--- config.mk ---
export PLATFORM = sky130hd
export DESIGN_NAME = frame_seq_watchdog
export DESIGN_NICKNAME = d
export VERILOG_FILES = /design/src/rtl/fsw_pkg.sv /design/src/rtl/fsw_edge_sync.sv /design/src/rtl/fsw_period_meter.sv /design/src/rtl/fsw_seq_counter.sv /design/src/rtl/frame_seq_watchdog.sv
export SDC_FILE = /design/constraint.sdc
export NUM_CORES = 1
export LEC_CHECK = 0
export CORE_ASPECT_RATIO = 0.8
export CORE_UTILIZATION = 30
export DETAILED_ROUTE_END_ITERATION = 12
export PLACE_DENSITY_LB_ADDON = 0.25
export SYNTH_ARGS = -nofsm -noshare
export SYNTH_HDL_FRONTEND = slang
export SYNTH_HIERARCHICAL = 1
export SYNTH_SLANG_ARGS = --single-unit
--- constraint.sdc ---
create_clock -name clk_i -period 3.4 [get_ports clk_i]
set_clock_uncertainty 0.05 [all_clocks]
set_input_delay 0.34 -clock clk_i [delete_from_list [all_inputs] [get_ports clk_i]]
set_output_delay 0.34 -clock clk_i [all_outputs]
set_load 0.01 [all_outputs]
--- src/rtl/fsw_pkg.sv ---
package fsw_pkg;
  typedef enum logic {
    FSW_SHORT = 1'b0,
    FSW_LONG  = 1'b1
  } fsw_mode_e;

  // window bounds expressed as counter values (period - 1)
  function automatic int unsigned win_lo(int unsigned nom, int unsigned early);
    return nom - early - 1;
  endfunction

  function automatic int unsigned win_hi(int unsigned nom, int unsigned late);
    return nom + late - 1;
  endfunction
endpackage

--- src/rtl/fsw_edge_sync.sv ---
module fsw_edge_sync #(
  parameter int unsigned STAGES = 2
) (
  input  logic clk_i,
  input  logic rst_ni,
  input  logic async_i,
  output logic rise_o
);
  logic [STAGES:0] pipe_q;

  always_ff @(posedge clk_i or negedge rst_ni) begin
    if (!rst_ni) pipe_q <= '0;
    else         pipe_q <= {pipe_q[STAGES-1:0], async_i};
  end

  assign rise_o = pipe_q[STAGES-1] & ~pipe_q[STAGES];
endmodule

--- src/rtl/fsw_period_meter.sv ---
module fsw_period_meter #(
  parameter int unsigned CNT_W = 10
) (
  input  logic             clk_i,
  input  logic             rst_ni,
  input  logic             rise_i,
  input  logic [CNT_W-1:0] lo_i,
  input  logic [CNT_W-1:0] hi_i,
  output logic             bad_o
);
  localparam logic [CNT_W-1:0] CNT_MAX = {CNT_W{1'b1}};

  logic [CNT_W-1:0] cnt_q;
  logic             armed_q;
  logic             in_win;

  always_ff @(posedge clk_i or negedge rst_ni) begin
    if (!rst_ni) begin
      cnt_q   <= '0;
      armed_q <= 1'b0;
    end else if (rise_i) begin
      cnt_q   <= '0;
      armed_q <= 1'b1;
    end else if (cnt_q != CNT_MAX) begin
      cnt_q <= cnt_q + 1'b1;
    end
  end

  // saturated count is never accepted
  assign in_win = (cnt_q >= lo_i) && (cnt_q <= hi_i) && (cnt_q != CNT_MAX);
  assign bad_o  = rise_i & armed_q & ~in_win;
endmodule

--- src/rtl/fsw_seq_counter.sv ---
module fsw_seq_counter #(
  parameter int unsigned PH_W = 9
) (
  input  logic            clk_i,
  input  logic            rst_ni,
  input  logic            force_i,
  input  logic [PH_W-1:0] last_i,
  output logic [PH_W-1:0] phase_o,
  output logic            resync_o,
  output logic            err_o
);
  always_ff @(posedge clk_i or negedge rst_ni) begin
    if (!rst_ni) begin
      phase_o  <= '0;
      resync_o <= 1'b0;
      err_o    <= 1'b0;
    end else if (force_i) begin
      phase_o  <= '0;
      resync_o <= 1'b1;
      err_o    <= 1'b1;
    end else begin
      resync_o <= 1'b0;
      // >= covers a mode switch that leaves phase past the new end
      phase_o  <= (phase_o >= last_i) ? '0 : phase_o + 1'b1;
    end
  end
endmodule

--- src/rtl/frame_seq_watchdog.sv ---
module frame_seq_watchdog #(
  parameter int unsigned LONG_NOM    = 384,
  parameter int unsigned SHORT_NOM   = 256,
  parameter int unsigned LONG_LATE   = 8,
  parameter int unsigned LONG_EARLY  = 6,
  parameter int unsigned SHORT_LATE  = 4,
  parameter int unsigned SHORT_EARLY = 3,
  parameter int unsigned SYNC_STAGES = 2,
  localparam int unsigned PH_W  = $clog2(LONG_NOM),
  localparam int unsigned CNT_W = $clog2(LONG_NOM + LONG_LATE) + 1
) (
  input  logic            clk_i,
  input  logic            rst_ni,
  input  logic            frame_clk_i,
  input  logic            mode_long_i,
  output logic [PH_W-1:0] seq_phase_o,
  output logic            resync_o,
  output logic            err_sticky_o
);
  import fsw_pkg::*;

  localparam logic [CNT_W-1:0] L_LO = CNT_W'(win_lo(LONG_NOM, LONG_EARLY));
  localparam logic [CNT_W-1:0] L_HI = CNT_W'(win_hi(LONG_NOM, LONG_LATE));
  localparam logic [CNT_W-1:0] S_LO = CNT_W'(win_lo(SHORT_NOM, SHORT_EARLY));
  localparam logic [CNT_W-1:0] S_HI = CNT_W'(win_hi(SHORT_NOM, SHORT_LATE));
  localparam logic [PH_W-1:0]  L_LAST = PH_W'(LONG_NOM - 1);
  localparam logic [PH_W-1:0]  S_LAST = PH_W'(SHORT_NOM - 1);

  fsw_mode_e        mode;
  logic             frame_rise;
  logic             period_bad;
  logic [CNT_W-1:0] lo, hi;
  logic [PH_W-1:0]  last;

  assign mode = fsw_mode_e'(mode_long_i);

  always_comb begin
    if (mode == FSW_LONG) begin
      lo = L_LO; hi = L_HI; last = L_LAST;
    end else begin
      lo = S_LO; hi = S_HI; last = S_LAST;
    end
  end

  fsw_edge_sync #(.STAGES(SYNC_STAGES)) u_sync (
    .clk_i  (clk_i),
    .rst_ni (rst_ni),
    .async_i(frame_clk_i),
    .rise_o (frame_rise)
  );

  fsw_period_meter #(.CNT_W(CNT_W)) u_meter (
    .clk_i (clk_i),
    .rst_ni(rst_ni),
    .rise_i(frame_rise),
    .lo_i  (lo),
    .hi_i  (hi),
    .bad_o (period_bad)
  );

  fsw_seq_counter #(.PH_W(PH_W)) u_seq (
    .clk_i   (clk_i),
    .rst_ni  (rst_ni),
    .force_i (period_bad),
    .last_i  (last),
    .phase_o (seq_phase_o),
    .resync_o(resync_o),
    .err_o   (err_sticky_o)
  );
endmodule

## Word-level counts from Yosys, hierarchy flattened

Cells that the tools add are included.

- Flip-flop bits (word level): 25
- Latch bits: 0
- Memory bits (writable): 0
- Bits in read-only memories: 0
- Input bits: 4
- Output and inout port bits: 11
- Word-level logic and storage cells: 28
- Memories: 0

- Add/sub/neg operators: 2
- Multiply operators: 0
- Divide/modulo/power cells: 0
- Magnitude comparators: 3
- Eq/ne operators: 1
- Shift-type cells: 0
- Mux-type cells: 8
- Bitwise logic cells: 5
- Reduce and logical (&&, ||, !) cells: 3

Operator list:

| cell | count |
|---|---|
| $mux W9 | 4 |
| $mux W10 | 2 |
| $add A10 B1 Y10 const B | 1 |
| $ge A10 B9 Y1 | 1 |
| $le A10 B9 Y1 | 1 |
| $ne A10 B10 Y1 const B | 1 |
| $add A9 B1 Y9 const B | 1 |
| $ge A9 B9 Y1 | 1 |
| $mux W8 | 1 |
| $and A1 B1 Y1 | 3 |
| $logic_and A1 B1 Y1 | 2 |
| $not A1 Y1 | 2 |
| $reduce_bool A2 Y1 | 1 |
| $mux W1 | 1 |

## Longest topological paths before layout

Gate-level depths: netlist (run 1).

- Word-level depth: 7
- Depth in mapped cells: 13
- Gate-level depth less buffers: 12

## Cells and area by module

The synthesis (run 1) kept the hierarchy.

By module, submodules not included:

| module | instances | cells an instance | area an instance (µm²) | sequential area each (µm²) |
|---|---|---|---|---|
| fsw_period_meter | 1 | 120 | 1044.8 | 275.3 |
| fsw_seq_counter | 1 | 72 | 749.5 | 275.3 |
| fsw_edge_sync | 1 | 4 | 88.8 | 75.1 |
| frame_seq_watchdog | 1 | 3 | 11.3 | 0.0 |

## Worst setup path before layout (run 1)

No wires, ideal clock.

- Path kind: register -> register
- Start point: register u_meter.cnt_q[7]
- End point: register u_seq.phase_o[1]
- Setup time: 80 ps
- Data arrival time: 2374 ps
- Data required time: 3270 ps
- Path slack: 896 ps
- Cell stages (with the launch flop): 11
- Buffers on the path: 1
- Clock period less this slack: 2504 ps
- Cells stage by stage: dfrtp_1 > ha_1 > a211oi_2 > nor2_1 > o41a_1 > o311a_1 > nor2_1 > o21ai_1 > a41o_1 > buf_6 > nor3b_2

- Cells in the longest elaborated chain, start to end: 6
- Elaborated cells on any way between the ends: 8
- Those cells by class: 2 x order compare; 1 x eq/ne; 1 x mux; 2 x bitwise; 2 x reduce/logical

RTL lines:

| item | line | RTL |
|---|---|---|
| from (decl) | fsw_period_meter.sv:13 | `logic [CNT_W-1:0] cnt_q;` |
| from (signal assigned) | fsw_period_meter.sv:25 | `cnt_q <= cnt_q + 1'b1;` |
| $ge A10 B9 Y1 / $le A10 B9 Y1 (equally long branches) | fsw_period_meter.sv:30 | `assign in_win = (cnt_q >= lo_i) && (cnt_q <= hi_i) && (cnt_q != CNT_MAX);` |
| $logic_and A1 B1 Y1 | fsw_period_meter.sv:30 |  |
| $logic_and A1 B1 Y1 * | fsw_period_meter.sv:30 |  |
| $not A1 Y1 * | fsw_period_meter.sv:31 | `assign bad_o = rise_i & armed_q & ~in_win;` |
| $and A1 B1 Y1 * | fsw_period_meter.sv:31 |  |
| named net period_bad | frame_seq_watchdog.sv:31 | `logic period_bad;` |
| $mux W9 * | fsw_seq_counter.sv:17 | `end else if (force_i) begin` |
| to (signal assigned) | fsw_seq_counter.sv:24 | `phase_o <= (phase_o >= last_i) ? '0 : phase_o + 1'b1;` |
| to (decl) | fsw_seq_counter.sv:8 | `output logic [PH_W-1:0] phase_o,` |

The timed path passes the listed nets; every way through them passes the cells marked *.
A chain may end at the register's enable or synchronous reset.

## Worst setup path after layout (run 1)

- Start point: input mode_long_i
- End point: register u_seq.phase_o[5]

- Cells in the longest elaborated chain, start to end: 7
- Elaborated cells on any way between the ends: 12
- Those cells by class: 3 x order compare; 5 x mux; 2 x bitwise; 2 x reduce/logical

RTL lines:

| item | line | RTL |
|---|---|---|
| from (decl) | frame_seq_watchdog.sv:15 | `input logic mode_long_i,` |
| $mux W9 / $mux W8 (equally long branches) | frame_seq_watchdog.sv:38 | `if (mode == FSW_LONG) begin` |
| $ge A10 B9 Y1 / $le A10 B9 Y1 (equally long branches) | fsw_period_meter.sv:30 |  |
| $logic_and A1 B1 Y1 * (2 in a row) | fsw_period_meter.sv:30 |  |
| $not A1 Y1 * | fsw_period_meter.sv:31 |  |
| $and A1 B1 Y1 * | fsw_period_meter.sv:31 |  |
| named net period_bad | frame_seq_watchdog.sv:31 |  |
| $mux W9 * | fsw_seq_counter.sv:17 |  |

Marks and branches as above.

==> results of run 1 <==
## cells in the final DEF (no fill, tap or decap), types with 2 or more instances in the layout
master	instances
nand3_1	8
buf_4	3
inv_1	32
nor3_2	8
nor2_1	19
xor2_1	3
nand4_1	4
a21oi_1	8
ha_1	31
o21ai_1	2
clkdlybuf4s50_1	14
a211oi_1	2
nor3_1	6
xnor2_1	9
dfrtp_1	25
nand2_1	6
o21ai_0	4
a211oi_2	2
clkbuf_8	3
conb_1	21
## report_power, final
part / internal (W) / switching [W] / leakage (nW)
registers: 0.000336 / 0.0000586 / 0.321
clock network: 0.0000839 / 0.0000924 / 0.0228
logic: 0.000149 / 0.000146 / 0.834
## worst reg2reg max path: stages, from the launching register on
cell and delay (ns):
dfrtp_1 0.49, ha_1 0.35, a211oi_2 0.21, nor2_1 0.06
o41a_1 0.40, o311a_1 0.39, nor2_1 0.11, o21ai_1 0.08
a41o_1 0.38, nor3_2 0.22
## routing by layer
metal	track usage, %	up-vias
met5	0	-
met4	2.116	0
met3	2.604	3
met2	18.27	15
met1	18.75	622
li1	-	738
## flip-flops by register name, indices dropped and copies added (netlist names)
| signal | count |
|---|---|
| u_meter/armed_q | 1 |
| u_meter/cnt_q | 10 |
| u_seq/err_o | 1 |
| u_seq/phase_o | 9 |
| u_seq/resync_o | 1 |
| u_sync/pipe_q | 3 |
## through the flow
stage	total power [W]	area, sq um
finish	0.0008656	2255
global route	0.0009456	2255
CTS	0.0008784	2255
detailed placement	0.0006952	2210
global placement	0.0006921	2210
floorplan	0.0005841	1966
## path summary, 6_finish.rpt
path,endpoint,from
worst max-delay path,u_seq/phase_o[5]$_DFF_PN0_,mode_long_i
worst min-delay path,u_sync/pipe_q[1]$_DFF_PN0_,u_sync/pipe_q[0]$_DFF_PN0_
worst max register to register,u_seq/phase_o[5]$_DFF_PN0_,u_meter/cnt_q[7]$_DFFE_PN0P_
worst min register to register,u_sync/pipe_q[1]$_DFF_PN0_,u_sync/pipe_q[0]$_DFF_PN0_
max in group asynchronous,u_meter/cnt_q[0]$_DFFE_PN0P_,rst_ni
min in group asynchronous,u_seq/phase_o[5]$_DFF_PN0_,rst_ni
## final cells by class
class                   count  area (sq um)  area share [%]
clock buffers               4         45.04           1.998
inverters                  32         120.1           5.327
multi-input cells         158          1200           53.22
flip-flops and latches     25         625.6           27.75
well taps                  81         101.3           4.495
repair buffers             17         162.7           7.214
## cell families after synthesis
| logic type | synth area share, % |
|---|---|
| adders and majority gates | 20.48 |
| other | 0.3964 |
| buffers and inverters | 7.397 |
| and+or+nand+nor | 20.87 |
| DFF | 33.03 |
| AOI/OAI and AO/OA | 11.76 |
| muxes | 0.5284 |
| xor gates and xnor gates | 5.549 |
==> run metrics, run 1 <==
Fillers=634; Layout Nets=272; Starting Density=31.54%; die height=73.08 um; outcome=finished clean; Pwr Density=383.9 nW/um^2; crit path time final=2.929 ns; clock slew at reported path FFs=0.09 ns; Synth-to-Final Area Change=19.02%; Post-Place Cells=313; FP Rows=25; GR Util All Layers=12.40%; Highest Clock Rate=341.4 MHz; Routed Antenna Nets=0; Max-Cap Viols=0; worst path arrival time=3.08 ns; WL/cell=11.58 um; wire length on met2=1.475 mm; Max clock buf depth=2; TritonCTS sink count=25; crit path cell chain=clkdlybuf4s50_1, buf_4, inv_1, ha_1, nand4_1, nor3_1, o41a_1, o311a_1, nor2_1, o21ai_1, a41o_1, nor3_2; vias=1,378; WL met3=97 um; Slew Limit Fails=0; RSZ-0062 raised after global routing=false; CP Class=input pin to flip-flop; most common cell in the netlist=inv_1; synth warn=6; crit-path leading delay family=compound AO/OA/AOI/OAI gates; dpl hpwl=2.904 mm; Final setup viols=0; share of cells above drive strength 1=9.746%; global route total overflow=0; Leak=1.177 nW; worst setup margin=0.4711 ns; R2R cell count=9; I/O Buffers=14; Metal-1 WL=2.081 mm; main flop type after synthesis=dfrtp_1; largest net degree at the start of global routing=26; CTS tree=yes; n_diodes=0; CP required=3.55 ns; Cell variety after synth=45; Synth top area share=33.03%; Worst setup EP type=flip-flop; Core Util, Final=37.54%; Tcrit/Tclk final=86.14%; CP max-delay cell=clkdlybuf4s50_1; worst hold slack=0.3074 ns; Residual DRC=0; pre-CTS setup slack=0.1866 ns; Fin. Hold Viols=0; Detailed Route WL=3.670 mm; # IOs=15; WP depth=12; uppermost routed layer=met4; peak supply drop=0.0002373 V; clk_lat worst skew=0.27 ns; Post-synth top cells=inv_1, ha_1, dfrtp_1; post-synth top area cell=dfrtp_1; die area=6638 sq um; Synth Area per Inst=9.519 sq um; Inserted Clock Buffers=3; number of flops mapped to enable cells by yosys=0; Cells after Synth=199; clk root buf=clkbuf_8; slowest stage delay, CP=0.50 ns; first-pass GRT wire length=6.486 mm; post-CTS setup buffers=0; core area=6006 sq um; gpl congestion=0.8181; Synth Register Bits=25; Synth Cell Area=1894 sq um; Final Non-Filler Cells=317; Via density=4.347; worst path bufs/invs=3; chip width=90.84 um; TNS Setup=0 ns; worst hold path type=flip-flop to flip-flop; Startpoint Class=input pin; Min-Delay Path Depth=0; CP Max Fanout=9; sequential share of the synthesized area=33.03%; initial antenna violation count=0; Synth area leaders=dfrtp_1, ha_1, inv_1, nor3_2, xnor2_1; post-CTS sizing=0; vias in the first global route=1,337; # H-tree levels=1; R2R setup slack=0.60 ns; Pre-Repair DR Iteration Count=4; asr flop ratio synth=100.0%; cts hold-fix bufs=0; Initial DRC Count=88
(Power assumes the default switching activity.)
==> inputs of run 2 (changes only) <==
--- a/config.mk
+++ b/config.mk
@@ -9,6 +9,7 @@
 export CORE_UTILIZATION = 30
 export DETAILED_ROUTE_END_ITERATION = 12
 export PLACE_DENSITY_LB_ADDON = 0.25
+export SLEW_MARGIN = 20
 export SYNTH_ARGS = -nofsm -noshare
 export SYNTH_HDL_FRONTEND = slang
 export SYNTH_HIERARCHICAL = 1
==> results of run 2 <==
Final layout, timing and power as in run 1 (identical DEF).
